`config.mk`:
```
export PLATFORM = sky130hd
export DESIGN_NAME = serial_parity_inserter
export DESIGN_NICKNAME = d
export VERILOG_FILES = /design/src/rtl/parins_pkg.sv /design/src/rtl/parins_state.sv /design/src/rtl/parins_out_sel.sv /design/src/rtl/serial_parity_inserter.sv
export SDC_FILE = /design/constraint.sdc
export NUM_CORES = 1
export LEC_CHECK = 0
export BUFFER_PORTS_ARGS = -buffer_cell sky130_fd_sc_hd__buf_2
export CAP_MARGIN = 40
export CORE_AREA = 5 5 42 44
export DETAILED_ROUTE_END_ITERATION = 12
export DIE_AREA = 0 0 47 49
export PLACE_DENSITY_LB_ADDON = 0.25
export SYNTH_ARGS = -nofsm -noshare
export SYNTH_HDL_FRONTEND = slang
export SYNTH_SLANG_ARGS = --single-unit
export TNS_END_PERCENT = 5
```
`constraint.sdc`:
```
create_clock -name clk_i -period 2.45 [get_ports clk_i]
set_clock_uncertainty 0.05 [all_clocks]
set_input_delay 0.3675 -clock clk_i [delete_from_list [all_inputs] [get_ports clk_i]]
set_output_delay 0.3675 -clock clk_i [all_outputs]
set_load 0.005 [all_outputs]
```
`src/rtl/parins_pkg.sv`:
```
package parins_pkg;
  typedef enum logic {
    OUT_LIVE    = 1'b0,
    OUT_CLOCKED = 1'b1
  } out_mode_e;
endpackage

```
`src/rtl/parins_state.sv`:
```
module parins_state #(
  parameter int unsigned DATA_BITS = 3,
  localparam int unsigned SLOT_W = $clog2(DATA_BITS + 1)
) (
  input  logic              clk_i,
  input  logic              rst_ni,
  input  logic              x_i,
  output logic [SLOT_W-1:0] slot_o,
  output logic              par_o,
  output logic              last_o
);
  localparam logic [SLOT_W-1:0] LAST = SLOT_W'(DATA_BITS);

  logic [SLOT_W-1:0] slot_q, slot_d;
  logic              par_q, par_d;

  always_comb begin
    slot_d = slot_q + SLOT_W'(1);
    par_d  = par_q ^ x_i;
    if (slot_q == '0) begin
      if (par_q) begin          // unreachable code: back to reset state
        slot_d = '0;
        par_d  = 1'b0;
      end else begin
        par_d  = x_i;           // parity cleared at frame start
      end
    end else if (slot_q >= LAST) begin
      slot_d = '0;              // parity slot input dropped
      par_d  = 1'b0;
    end
  end

  always_ff @(posedge clk_i or negedge rst_ni) begin
    if (!rst_ni) begin
      slot_q <= '0;
      par_q  <= 1'b0;
    end else begin
      slot_q <= slot_d;
      par_q  <= par_d;
    end
  end

  assign slot_o = slot_q;
  assign par_o  = par_q;
  assign last_o = (slot_q == LAST);

  assert_slot_step_R1: assert property (@(posedge clk_i) disable iff (!rst_ni)
    (slot_q < LAST && !(slot_q == '0 && par_q)) |=> slot_q == $past(slot_q) + SLOT_W'(1));
  assert_slot_wrap_R1: assert property (@(posedge clk_i) disable iff (!rst_ni)
    (slot_q == LAST) |=> slot_q == '0);
  assert_par_clear_R4: assert property (@(posedge clk_i) disable iff (!rst_ni)
    (slot_q == '0 && !par_q) |=> par_q == $past(x_i));
  assert_par_accum_R3: assert property (@(posedge clk_i) disable iff (!rst_ni)
    (slot_q != '0 && slot_q < LAST) |=> par_q == ($past(par_q) ^ $past(x_i)));
  assert_ignore_R5: assert property (@(posedge clk_i) disable iff (!rst_ni)
    (slot_q == LAST) |=> !par_q);
  assert_recover_R6: assert property (@(posedge clk_i) disable iff (!rst_ni)
    (slot_q == '0 && par_q) |=> (slot_q == '0 && !par_q));
endmodule

```
`src/rtl/parins_out_sel.sv`:
```
module parins_out_sel
  import parins_pkg::*;
#(
  parameter out_mode_e OUT_MODE = OUT_LIVE
) (
  input  logic clk_i,
  input  logic rst_ni,
  input  logic x_i,
  input  logic par_i,
  input  logic last_i,
  output logic y_o
);
  logic y_live;
  assign y_live = last_i ? par_i : x_i;

  if (OUT_MODE == OUT_CLOCKED) begin : g_clocked
    logic y_q;
    always_ff @(posedge clk_i or negedge rst_ni) begin
      if (!rst_ni) y_q <= 1'b0;
      else         y_q <= y_live;
    end
    assign y_o = y_q;

    assert_delay_R7: assert property (@(posedge clk_i) disable iff (!rst_ni)
      $past(rst_ni) |-> y_o == $past(y_live));
  end else begin : g_live
    assign y_o = y_live;

    assert_pass_R2: assert property (@(posedge clk_i) disable iff (!rst_ni)
      !last_i |-> y_o == x_i);
  end
endmodule

```
`src/rtl/serial_parity_inserter.sv`:
```
module serial_parity_inserter
  import parins_pkg::*;
#(
  parameter int unsigned DATA_BITS = 3,
  parameter out_mode_e   OUT_MODE  = OUT_LIVE
) (
  input  logic clk_i,
  input  logic rst_ni,
  input  logic x_i,
  output logic y_o
);
  localparam int unsigned SLOT_W = $clog2(DATA_BITS + 1);

  logic [SLOT_W-1:0] slot;
  logic              par;
  logic              last;

  parins_state #(.DATA_BITS(DATA_BITS)) u_state (
    .clk_i  (clk_i),
    .rst_ni (rst_ni),
    .x_i    (x_i),
    .slot_o (slot),
    .par_o  (par),
    .last_o (last)
  );

  parins_out_sel #(.OUT_MODE(OUT_MODE)) u_out (
    .clk_i  (clk_i),
    .rst_ni (rst_ni),
    .x_i    (x_i),
    .par_i  (par),
    .last_i (last),
    .y_o    (y_o)
  );

  assert_parity_slot_R3: assert property (@(posedge clk_i) disable iff (!rst_ni)
    (OUT_MODE == OUT_LIVE && slot == SLOT_W'(DATA_BITS)) |-> y_o == par);
endmodule

```
== After elaboration in Yosys (flattened, before gate mapping) ==
Index checks and enable logic that the tools add are counted.

* Output and inout port bits: 1
* Bits of input ports: 3
* Register bits after elaboration: 3

* Bitwise gates (word level): 1
* Multiplexer cells: 7
* Add/sub/neg operators: 1
* Eq/ne operators: 1
* $lt $le $gt $ge: 1
* Reduce and logical (&&, ||, !) cells: 1

{| class="wikitable"
|+ Operators with widths
! kind !! number
|-
| two-way mux 2 bit || 3
|-
| two-way mux 1 bit || 4
|-
| adder 2 x 1 -> 2 bit, second input constant || 1
|-
| == test 2 bit, second input constant || 1
|-
| >= comparator 2 bit, second input constant || 1
|-
| logical NOT 2 bit || 1
|-
| bitwise XOR 1 bit || 1
|}

== Logic depth before layout (Yosys ltp) ==
Gate-level depths: netlist (run 1).

* Word-level depth: 3
* Gate-level depth with buffers: 4
* Gate-level depth less buffers: 4

== By module ==
Synthesis (run 1) repeated with hierarchy kept, for this count alone.

* Cell total of the unflattened synthesis: 14
* Area total of the unflattened synthesis: 163.9 sq um

{| class="wikitable"
|+ Modules (own cells, without submodules)
! module !! area an instance (sq um) !! instances !! cells each
|-
| parins_state || 148.9 || 1 || 13
|-
| parins_out_sel || 15.0 || 1 || 1
|}

== Least setup slack after synthesis (run 1) ==
No wires, ideal clock.

* Path kind: register -> output
* From: register u_state.slot_q[0] (netlist: u_state.slot_o[0])
* To: output y_o
* Path buffers: 0
* Stages on the path, launching flop included: 3
* Setup slack: 1.153 ns
* Arrival: 0.880 ns
* Cells stage by stage: dfrtp_1 > ha_1 > mux2_2

* Longest elaborated chain between the ends: 2

{| class="wikitable"
|+ Ends and longest elaborated chain
! item !! RTL line !! text
|-
| start, declared || parins_state.sv:14 || <nowiki>logic [SLOT_W-1:0] slot_q, slot_d;</nowiki>
|-
| start signal, assigned || parins_state.sv:38 || <nowiki>slot_q <= slot_d;</nowiki>
|-
| == test 2 bit || parins_state.sv:45 || <nowiki>assign last_o = (slot_q == LAST);</nowiki>
|-
| two-way mux 1 bit || parins_out_sel.sv:14 || <nowiki>assign y_live = last_i ? par_i : x_i;</nowiki>
|-
| end, declared || serial_parity_inserter.sv:10 || <nowiki>output logic y_o</nowiki>
|}

No other way between the ends.

== Worst setup path after layout (run 1) ==
Same ends and word-level chain as after synthesis.

==> results of run 1 <==
path summary, 6_finish.rpt:
| path | to | start | slack, ns |
|---|---|---|---|
| min | u_state.par_o | x_i | 0.40 |
| max in group asynchronous | u_state.slot_o[0] | rst_ni | 1.84 |
| max reg2reg | u_state.slot_o[0] | u_state.slot_o[0] | 1.34 |
| max | y_o | u_state.slot_o[0] | 0.75 |
| min in group asynchronous | u_state.slot_o[1] | rst_ni | 0.41 |
| min reg2reg | u_state.slot_o[0] | u_state.slot_o[0] | 0.41 |
flip-flops by register name (all words and copies together) (netlist names):
register        cells
u_state.par_o       1
u_state.slot_o      2
layer usage:
layer	up-vias	track usage [%]	share of wire, %
met5	-	0	0
met4	0	5.53	6.1
met3	2	1.11	9.2
met2	6	4.30	39
met1	55	3.76	45
li1	61	-	-
cells by family after synthesis:
group / share of synthesized area [%]
buf+inv: 6.82
fa+ha+maj: 22.7
compound gates: 12.1
mux: 6.82
flops: 45.5
simple gates: 6.06
worst max-delay path, cell delays in order (launching register included):
cell and delay, ns:
sky130_fd_sc_hd__dfrtp_1 0.37, sky130_fd_sc_hd__ha_1 0.21, sky130_fd_sc_hd__mux2_2 0.34, sky130_fd_sc_hd__buf_2 0.12
cell usage after synthesis:
cell	n
sky130_fd_sc_hd__dfrtp_1	3
sky130_fd_sc_hd__ha_1	3
sky130_fd_sc_hd__inv_1	3
sky130_fd_sc_hd__a211oi_2	1
sky130_fd_sc_hd__mux2_2	1
sky130_fd_sc_hd__nand2_1	1
sky130_fd_sc_hd__nor2b_1	1
sky130_fd_sc_hd__o31ai_1	1
stage by stage:
step	power, mW	cells	util, %	setup slack, ns	cell area, sq um
2_1_floorplan	0.169	14	-	1.15	165
3_3_place_gp	0.190	33	14.3	1.02	200
3_5_place_dp	0.200	33	14.3	1.00	200
4_1_cts	0.294	38	16.9	0.737	236
5_1_grt	0.318	38	16.9	0.681	236
6_report	0.283	38	16.9	0.748	236
what timing repair did:
| action | in CTS | in global routing |
|---|---|---|
| hold buffers | 1 | 0 |
| endpoints found under the hold margin | 3 | 0 |
| gates resized for setup | 0 | 0 |
| buffers inserted | 0 | 0 |
| setup endpoints to repair | 0 | 0 |
layout make-up:
| cell class | count | share of cell area, % |
|---|---|---|
| Clock buffer | 4 | 11.1 |
| Tap cell | 16 | 8.47 |
| Inverter | 3 | 4.76 |
| Sequential cell | 3 | 31.7 |
| Multi-Input combinational cell | 8 | 33.3 |
| Timing Repair Buffer | 4 | 10.6 |
where the power goes:
part / internal [mW] / switching, mW / total, mW
Clock: 0.0610 / 0.0255 / 0.0865
Combinational: 0.0524 / 0.0489 / 0.101
Sequential: 0.0766 / 0.0189 / 0.0955
Total: 0.190 / 0.0933 / 0.283
==> impl_results.rst, run 1 <==
.. list-table::
   :header-rows: 1

   * - Metric
     - Value
   * - Run status
     - complete, no violations
   * - Reported leakage power
     - between 0.1 and 0.15 nW
   * - Final count of hold timing violations
     - 0
   * - Core Area
     - roughly 1400 sq um
   * - Post-route antenna net violation count
     - 0
   * - First-pass iteration count of the detailed router
     - 2
   * - Synthesized netlist net count
     - 20
   * - CTS HTree Levels
     - 1
   * - Largest cells by area after synthesis
     - sky130_fd_sc_hd__dfrtp_1 45%, sky130_fd_sc_hd__ha_1 23%, sky130_fd_sc_hd__a211oi_2 7.6%
   * - Area of combinational cells with multiple inputs
     - between 70 and 80 sq um
   * - Netlist area before placement
     - ~170 sq um
   * - P per Cell Area
     - about 1200 nW/um^2
   * - Maximum clock insertion buffer count
     - 2
   * - Insertion delay of the later-clocked pin in the worst-skew pair
     - between 0.2 and 0.25 ns
   * - Crit path time final
     - approximately 1.7 ns
   * - Overall die area
     - 2300 sq um
   * - Via density per instance
     - ~3.3
   * - Class of the tightest hold or removal check
     - in -> reg
   * - Number of buffers created by CTS
     - 3
   * - Timing-limited maximum frequency
     - 587 MHz
   * - Die Ht
     - 49 um
   * - Required time at the worst-slack endpoint
     - around 2 ns
   * - Headroom to the max-slew limit
     - 86.6%
   * - Synthesized area per cell
     - 11.8 sq um
   * - Worst slack on hold paths
     - roughly 0.40 ns
   * - Total GRT Usage
     - roughly 3.6%
   * - Largest net degree at the start of global routing
     - 5
   * - Seq. cell area
     - between 70 and 80 sq um
   * - Global-route wire length before repair
     - between 500 and 600 um
   * - Via count of the first global-routing pass
     - 145
   * - Worst-path clk slew
     - roughly 0.040 ns
   * - Worst vdd rail ir drop
     - roughly 0.00028 V
   * - Most frequent cells in the layout
     - 3 x sky130_fd_sc_hd__inv_1, 3 x sky130_fd_sc_hd__ha_1, 3 x sky130_fd_sc_hd__clkbuf_4, 3 x sky130_fd_sc_hd__buf_2, 3 x sky130_fd_sc_hd__dfrtp_1
   * - Max-capacitance violation count
     - 0
   * - Number of standard-cell rows in the floorplan
     - 14
   * - Yosys warning count
     - 0
   * - Kind of launch point of the worst setup path
     - flip-flop
   * - Cell variety after synth
     - 8
   * - Number of synthesized register bits
     - 3
   * - Final routed wirelength across all metal layers
     - ~290 um
   * - Master cell of the clock root buffer
     - sky130_fd_sc_hd__clkbuf_4
   * - DRC
     - 0
   * - Share of the synthesized area in the top cell type
     - between 40% and 50%
   * - Ratio of cells with drive above 1 in the final layout
     - around 36%
   * - NumNets Final
     - 29
   * - Cell taking the most area after synthesis
     - sky130_fd_sc_hd__dfrtp_1
   * - Number of filler cells placed in the layout
     - approximately 160
   * - # diodes
     - 0
   * - Post-synthesis to final-layout area growth
     - 43.2%
   * - Final setup TNS
     - 0 ns
   * - Quantity of I/O buffers inserted on ports
     - 3
   * - Via count
     - about 120
   * - TritonCTS clock tree
     - yes
   * - Synthesized instance count
     - 14
   * - Transition at the pin with the smallest max-transition slack
     - between 0.15 and 0.2 ns
   * - Starting utilization of the core area
     - between 10% and 20%
   * - Arrival time of the worst setup path
     - ~1.3 ns
   * - DIE WIDTH
     - ~47 um
   * - Crit Path Category
     - reg -> out
   * - RSZ-0062 raised after global routing
     - no
   * - Count of endpoints failing setup in the final report
     - 0
   * - Share of the clock period used by the worst path
     - between 60% and 70%
   * - Final-report max-slew violation count
     - 0
   * - Category of the worst setup path capture point
     - output pin
   * - Number of stages on the worst hold path
     - 3
   * - Final weighted congestion in routability-driven placement
     - between 0.5 and 0.6
   * - Iteration-0 DRC Markers
     - 1
   * - Worst Reg-to-Reg Cells
     - 3
   * - Fraction of the yosys area taken by sequential cells
     - about 45%
   * - Leftover overflow at the end of global routing
     - 0
   * - Routed wirelength normalized by instance count
     - between 7 and 8 um
   * - Number of top-level pins
     - 4
   * - Worst-path fanout max
     - 3
   * - Clock sink count
     - 3
   * - Initial antenna violation count
     - 0
Note: power is estimated with default switching activity, not from simulation.
==> run 2: changes to the inputs <==
Clock period 2.45 ns to 1.75 ns, I/O delays scaled along.
==> run 2 against run 1 <==
Net effect:
- design area stayed put
- sequential power is 40% higher
- setup slack worse by 0.58 ns
- worst hold slack worse by 0.10 ns
- critical endpoint unchanged
==> impl_results.rst, run 2 (synthesis results as in run 1) <==
.. list-table::
   :header-rows: 1

   * - Metric
     - Value
   * - Run status
     - complete, no violations
   * - Ratio of cells with drive above 1 in the final layout
     - a little over a third
   * - Starting utilization of the core area
     - around an eighth
   * - Most frequent cells in the layout
     - 3 x sky130_fd_sc_hd__inv_1, 3 x sky130_fd_sc_hd__ha_1, 3 x sky130_fd_sc_hd__clkbuf_4, 3 x sky130_fd_sc_hd__buf_2, 3 x sky130_fd_sc_hd__dfrtp_1
   * - Final-report max-slew violation count
     - 0
   * - Number of standard cells in the layout, taps in and fillers out
     - 38
   * - Number of top-level pins
     - 4
   * - Via count of the first global-routing pass
     - between 100 and 150
   * - RSZ-0062 raised after global routing
     - no
   * - Category of the worst setup path capture point
     - output pin
   * - Flip-flop count of the largest register, all copies and words added
     - 2
   * - Reported leakage power
     - approximately 0.12 nW
   * - Placed instance area
     - about 200 sq um
   * - Max-capacitance violation count
     - 0
   * - DRC
     - 0
   * - Reg2Reg Launch Point
     - u_state.slot_o[0]
   * - Arrival time of the worst setup path
     - between 1 and 1.5 ns
   * - NumNets Final
     - 29
   * - Die Ht
     - around 50 um
   * - HPWL Detailed
     - 209 um
   * - Iteration-0 DRC Markers
     - 0
   * - Timing-limited maximum frequency
     - about 630 MHz
   * - CTS hold repair buffers
     - 1
   * - Routed wirelength normalized by instance count
     - around 7.4 um
   * - Total GRT Usage
     - 3.67%
   * - Post-synthesis to final-layout area growth
     - 43.2%
   * - Via density per instance
     - 3.03
   * - CTS HTree Levels
     - 1
   * - Number of buffers created by CTS
     - 3
   * - Number of instances in the placed design
     - 33
   * - Quantity of I/O buffers inserted on ports
     - 3
   * - Via count
     - 115
   * - Final standard cell area without fillers
     - about 240 sq um
   * - Switching power of the nets
     - around 0.13 mW
   * - Final setup TNS
     - 0 ns
   * - Worst vdd rail ir drop
     - between 0.0004 and 0.0005 V
   * - Clock sink count
     - 3
   * - Overall die area
     - 2300 sq um
   * - Internal power consumption
     - approximately 0.27 mW
   * - Fraction of power spent switching nets
     - 33.0%
   * - Critical path launch point
     - u_state.slot_o[0]
   * - Post-CTS Setup Repair Bufs
     - 0
   * - Kind of launch point of the worst setup path
     - flip-flop
   * - Final weighted congestion in routability-driven placement
     - between 0.5 and 0.6
   * - Initial antenna violation count
     - 0
   * - Core Area
     - approximately 1400 sq um
   * - Power share of the sequential group
     - ~34%
   * - Worst-path clk slew
     - roughly 0.04 ns
   * - Number of standard-cell rows in the floorplan
     - 14
   * - Final count of hold timing violations
     - 0
   * - TritonCTS clock tree
     - yes
   * - Cells resized by post-CTS repair
     - 0
   * - Insertion delay of the later-clocked pin in the worst-skew pair
     - between 0.2 and 0.25 ns
   * - Global-route wire length before repair
     - 517 um
   * - Master cell of the clock root buffer
     - sky130_fd_sc_hd__clkbuf_4
   * - DIE WIDTH
     - 47 um
   * - P per Cell Area
     - roughly 1700 nW/um^2
   * - Gate power share
     - between 30% and 40%
   * - First-pass iteration count of the detailed router
     - 1
   * - Maximum clock insertion buffer count
     - 2
   * - Largest net degree at the start of global routing
     - 5
   * - Relative contribution of the clock network to total power
     - a little under a third
   * - Final routed wirelength across all metal layers
     - 283 um
   * - Crit Path Category
     - reg -> out
   * - Class of the tightest hold or removal check
     - in -> async
   * - Required time at the worst-slack endpoint
     - between 1 and 1.5 ns
   * - Transition at the pin with the smallest max-transition slack
     - 0.237 ns
   * - Share of the clock period used by the worst path
     - 90.4%
   * - Count of endpoints failing setup in the final report
     - 0
   * - Crit path time final
     - approximately 1.6 ns
   * - Headroom to the max-slew limit
     - 84.0%
   * - Leftover overflow at the end of global routing
     - 0
   * - Worst-path fanout max
     - 3
   * - Post-route antenna net violation count
     - 0
   * - # diodes
     - 0
[run 2: area by class of cell]
class,count,area (sq um)
fillers,164,1160
repair buffers,4,25.0
inverters,3,11.3
clock buffers,4,26.3
flip-flops and latches,3,75.1
well taps,16,20.0
multi-input cells,8,78.8
[run 2: power groups by stage]
stage / Clock (mW) / Sequential (mW) / Combinational, mW
global route: 0.129 / 0.142 / 0.173
detailed placement: 0 / 0.135 / 0.144
floorplan: 0 / 0.130 / 0.107
finish: 0.121 / 0.134 / 0.142
global placement: 0 / 0.132 / 0.134
CTS: 0.129 / 0.135 / 0.148
[run 2: final timing paths]
check	endpoint	slack (ns)	depth (start not counted)
min reg2reg	u_state.slot_o[0]	0.42	1
min	u_state.par_o	0.30	2
max	y_o	0.17	3
min in group clk_i	u_state.par_o	0.31	3
max reg2reg	u_state.par_o	0.64	3
max in group asynchronous	u_state.slot_o[0]	1.25	2
[run 2: metal layers]
metal	vias up	track usage, %	share of wire, %	wire length (um)
met5	-	0	0	0
met4	0	6.91	6.0	17
met1	46	3.98	41	116
met3	2	1.48	15	43
li1	61	-	-	-
met2	6	3.39	37	105
[run 2: critical path, stage by stage, from the launching register on]
cell and delay (ns):
sky130_fd_sc_hd__dfrtp_1 0.37, sky130_fd_sc_hd__ha_1 0.21, sky130_fd_sc_hd__mux2_2 0.33, sky130_fd_sc_hd__buf_2 0.13
[run 2: through the flow]
step	util, %	hold slack (ns)	setup WS, ns	power [mW]
after CTS	16.9	0.287	0.147	0.411
after detailed placement	14.3	0.00911	0.413	0.280
after global placement	14.3	0.00787	0.425	0.266
after global routing	16.9	0.308	0.102	0.443
after floorplan	-	-0.0831	0.558	0.237
final	16.9	0.298	0.169	0.396
==> run 3: changes to the inputs <==
Settings changed: CORE_AREA 5 5 42 44 to 2 2 39 41, DIE_AREA 0 0 47 49 to 0 0 41 43.
==> run 3 against run 2 <==
Net effect:
- setup slack improved by 0.012 ns
- register-to-register slack about the same
- critical path depth unchanged
- combinational power about the same
- largest power group unchanged
==> impl_results.rst, run 3 (synthesis results as in run 1) <==
.. list-table::
   :header-rows: 1

   * - Metric
     - Value
   * - Final routed wirelength across all metal layers
     - 263 um
   * - Number of instances in the placed design
     - 33
   * - DRC
     - 0
   * - Fraction of power spent switching nets
     - 32.8%
   * - Category of the worst setup path capture point
     - output pin
   * - Routed wirelength normalized by instance count
     - about 6.9 um
   * - HPWL Detailed
     - between 200 and 250 um
   * - Internal power consumption
     - about 0.27 mW
   * - Max incr delay on CP
     - 0.37 ns
   * - First-pass iteration count of the detailed router
     - 2
   * - Global-route wire length before repair
     - slightly below 500 um
   * - Reported leakage power
     - approximately 0.12 nW
   * - Final setup TNS
     - 0 ns
   * - Insertion delay of the later-clocked pin in the worst-skew pair
     - around 0.23 ns
   * - Switching power of the nets
     - 0.130 mW
   * - Count of endpoints failing setup in the final report
     - 0
   * - Flip-flop count of the largest register, all copies and words added
     - 2
   * - Iteration-0 DRC Markers
     - 4
   * - Worst-path fanout max
     - 3
   * - Master cell of the clock root buffer
     - sky130_fd_sc_hd__clkbuf_4
   * - Via count
     - about 120
   * - Final-report max-slew violation count
     - 0
   * - P per Cell Area
     - between 1500 and 2000 nW/um^2
   * - Via count of the first global-routing pass
     - about 120
   * - Cells resized by post-CTS repair
     - 0
   * - Clock sink count
     - 3
   * - Gate power share
     - roughly 36%
   * - Via density per instance
     - 3.03
   * - Worst vdd rail ir drop
     - 0.000519 V
   * - Worst-path clk slew
     - around 0.04 ns
   * - Worst path slowest cell
     - sky130_fd_sc_hd__dfrtp_1
   * - Share of the clock period used by the worst path
     - approximately nine tenths
   * - Max-capacitance violation count
     - 0
   * - Starting utilization of the core area
     - 11.9%
   * - Kind of launch point of the worst setup path
     - flip-flop
   * - Crit Path Category
     - reg -> out
   * - Transition at the pin with the smallest max-transition slack
     - 0.210 ns
   * - Post-synthesis to final-layout area growth
     - 43.2%
   * - NumNets Final
     - 29
   * - Die Ht
     - 43 um
   * - Post-layout power
     - just under 0.4 mW
   * - Number of top-level pins
     - 4
   * - Largest net degree at the start of global routing
     - 5
   * - Timing-limited maximum frequency
     - around 640 MHz
   * - Final weighted congestion in routability-driven placement
     - roughly 0.63
   * - Ratio of cells with drive above 1 in the final layout
     - a little over a third
   * - RSZ-0062 raised after global routing
     - no
   * - Arrival time of the worst setup path
     - 1.26 ns
   * - TritonCTS clock tree
     - yes
   * - Headroom to the max-slew limit
     - a little under nine tenths
   * - Relative contribution of the clock network to total power
     - 30.4%
   * - Power share of the sequential group
     - about a third
   * - Most frequent cells in the layout
     - 3 x sky130_fd_sc_hd__inv_1, 3 x sky130_fd_sc_hd__ha_1, 3 x sky130_fd_sc_hd__clkbuf_4, 3 x sky130_fd_sc_hd__buf_2, 3 x sky130_fd_sc_hd__dfrtp_1
   * - Required time at the worst-slack endpoint
     - between 1 and 1.5 ns
   * - Leftover overflow at the end of global routing
     - 0
   * - Final count of hold timing violations
     - 0
   * - Run status
     - complete, no violations
   * - Overall die area
     - around 1800 sq um
   * - Class of the tightest hold or removal check
     - in -> async
   * - DIE WIDTH
     - a little over 40 um
   * - Total GRT Usage
     - between 4 and 5%
   * - Core Area
     - between 1000 and 1500 sq um
   * - # diodes
     - 0
   * - Number of standard-cell rows in the floorplan
     - 14
   * - Number of buffers created by CTS
     - 3
   * - Number of standard cells in the layout, taps in and fillers out
     - 38
   * - Initial antenna violation count
     - 0
   * - CTS HTree Levels
     - 1
   * - Quantity of I/O buffers inserted on ports
     - 3
   * - Post-route antenna net violation count
     - 0
   * - Crit path time final
     - between 1.5 and 2 ns
   * - Sequence of cells on the critical path
     - ha_1 -> mux2_2 -> buf_2
   * - Post-CTS Setup Repair Bufs
     - 0
   * - Maximum clock insertion buffer count
     - 2
## run 3: cell counts in the layout (fill, tap and decap cells not counted)
Identical to the previous run, type by type.
## run 3: timing repair
action / 4_1_cts / 5_1_grt
hold endpoints to repair: 3 / 0
hold buffers: 1 / 0
endpoints found under the setup margin: 0 / 0
## run 3: area by class of cell
type	instances	area (sq um)
fillers	142	1150
clock buffers	4	26.3
repair buffers	4	25.0
flip-flops and latches	3	75.1
multi-input cells	8	78.8
inverters	3	11.3
well taps	16	20.0
## run 3: worst max-delay path, delay by kind of cell, from the launching register on
| family | cells | cell delay (ns) |
|---|---|---|
| flops | 1 | 0.37 |
| mux | 1 | 0.34 |
| buf+inv | 1 | 0.12 |
| fa+ha+maj | 1 | 0.20 |
## run 3: metal layers
metal,vias up,routed length [um],global-route usage [%]
li1,63,-,-
met1,48,138,5.50
met2,4,96,4.38
met3,0,28,4.71
met4,0,0,6.00
met5,-,0,0
## run 3: final timing paths
kind                                   startpoint                end  slack, ns  cells past startpoint
worst min-delay path                       rst_ni      u_state.par_o       0.30                      2
worst max-delay path            u_state.slot_o[0]                y_o       0.18                      3
worst min register to register  u_state.slot_o[0]  u_state.slot_o[0]       0.42                      1
worst max register to register  u_state.slot_o[0]  u_state.slot_o[0]       0.64                      3
max in group asynchronous                  rst_ni  u_state.slot_o[0]       1.24                      2
min in group clk_i                            x_i      u_state.par_o       0.30                      3
## run 3: power groups by stage
stage | clock network (mW) | logic (mW) | registers (mW)
3_3_place_gp | 0 | 0.135 | 0.132
6_report | 0.120 | 0.141 | 0.134
5_1_grt | 0.138 | 0.163 | 0.140
2_1_floorplan | 0 | 0.107 | 0.130
3_5_place_dp | 0 | 0.143 | 0.135
4_1_cts | 0.125 | 0.146 | 0.134
## run 3: metrics by stage
step / instance area [sq um] / util [%] / setup WS, ns / hold slack, ns
floorplan: 165 / - / 0.558 / -0.0831
global placement: 200 / 14.5 / 0.427 / 0.00766
detailed placement: 200 / 14.5 / 0.421 / 0.0100
CTS: 236 / 17.1 / 0.163 / 0.291
global route: 236 / 17.1 / 0.0935 / 0.296
finish: 236 / 17.1 / 0.181 / 0.297
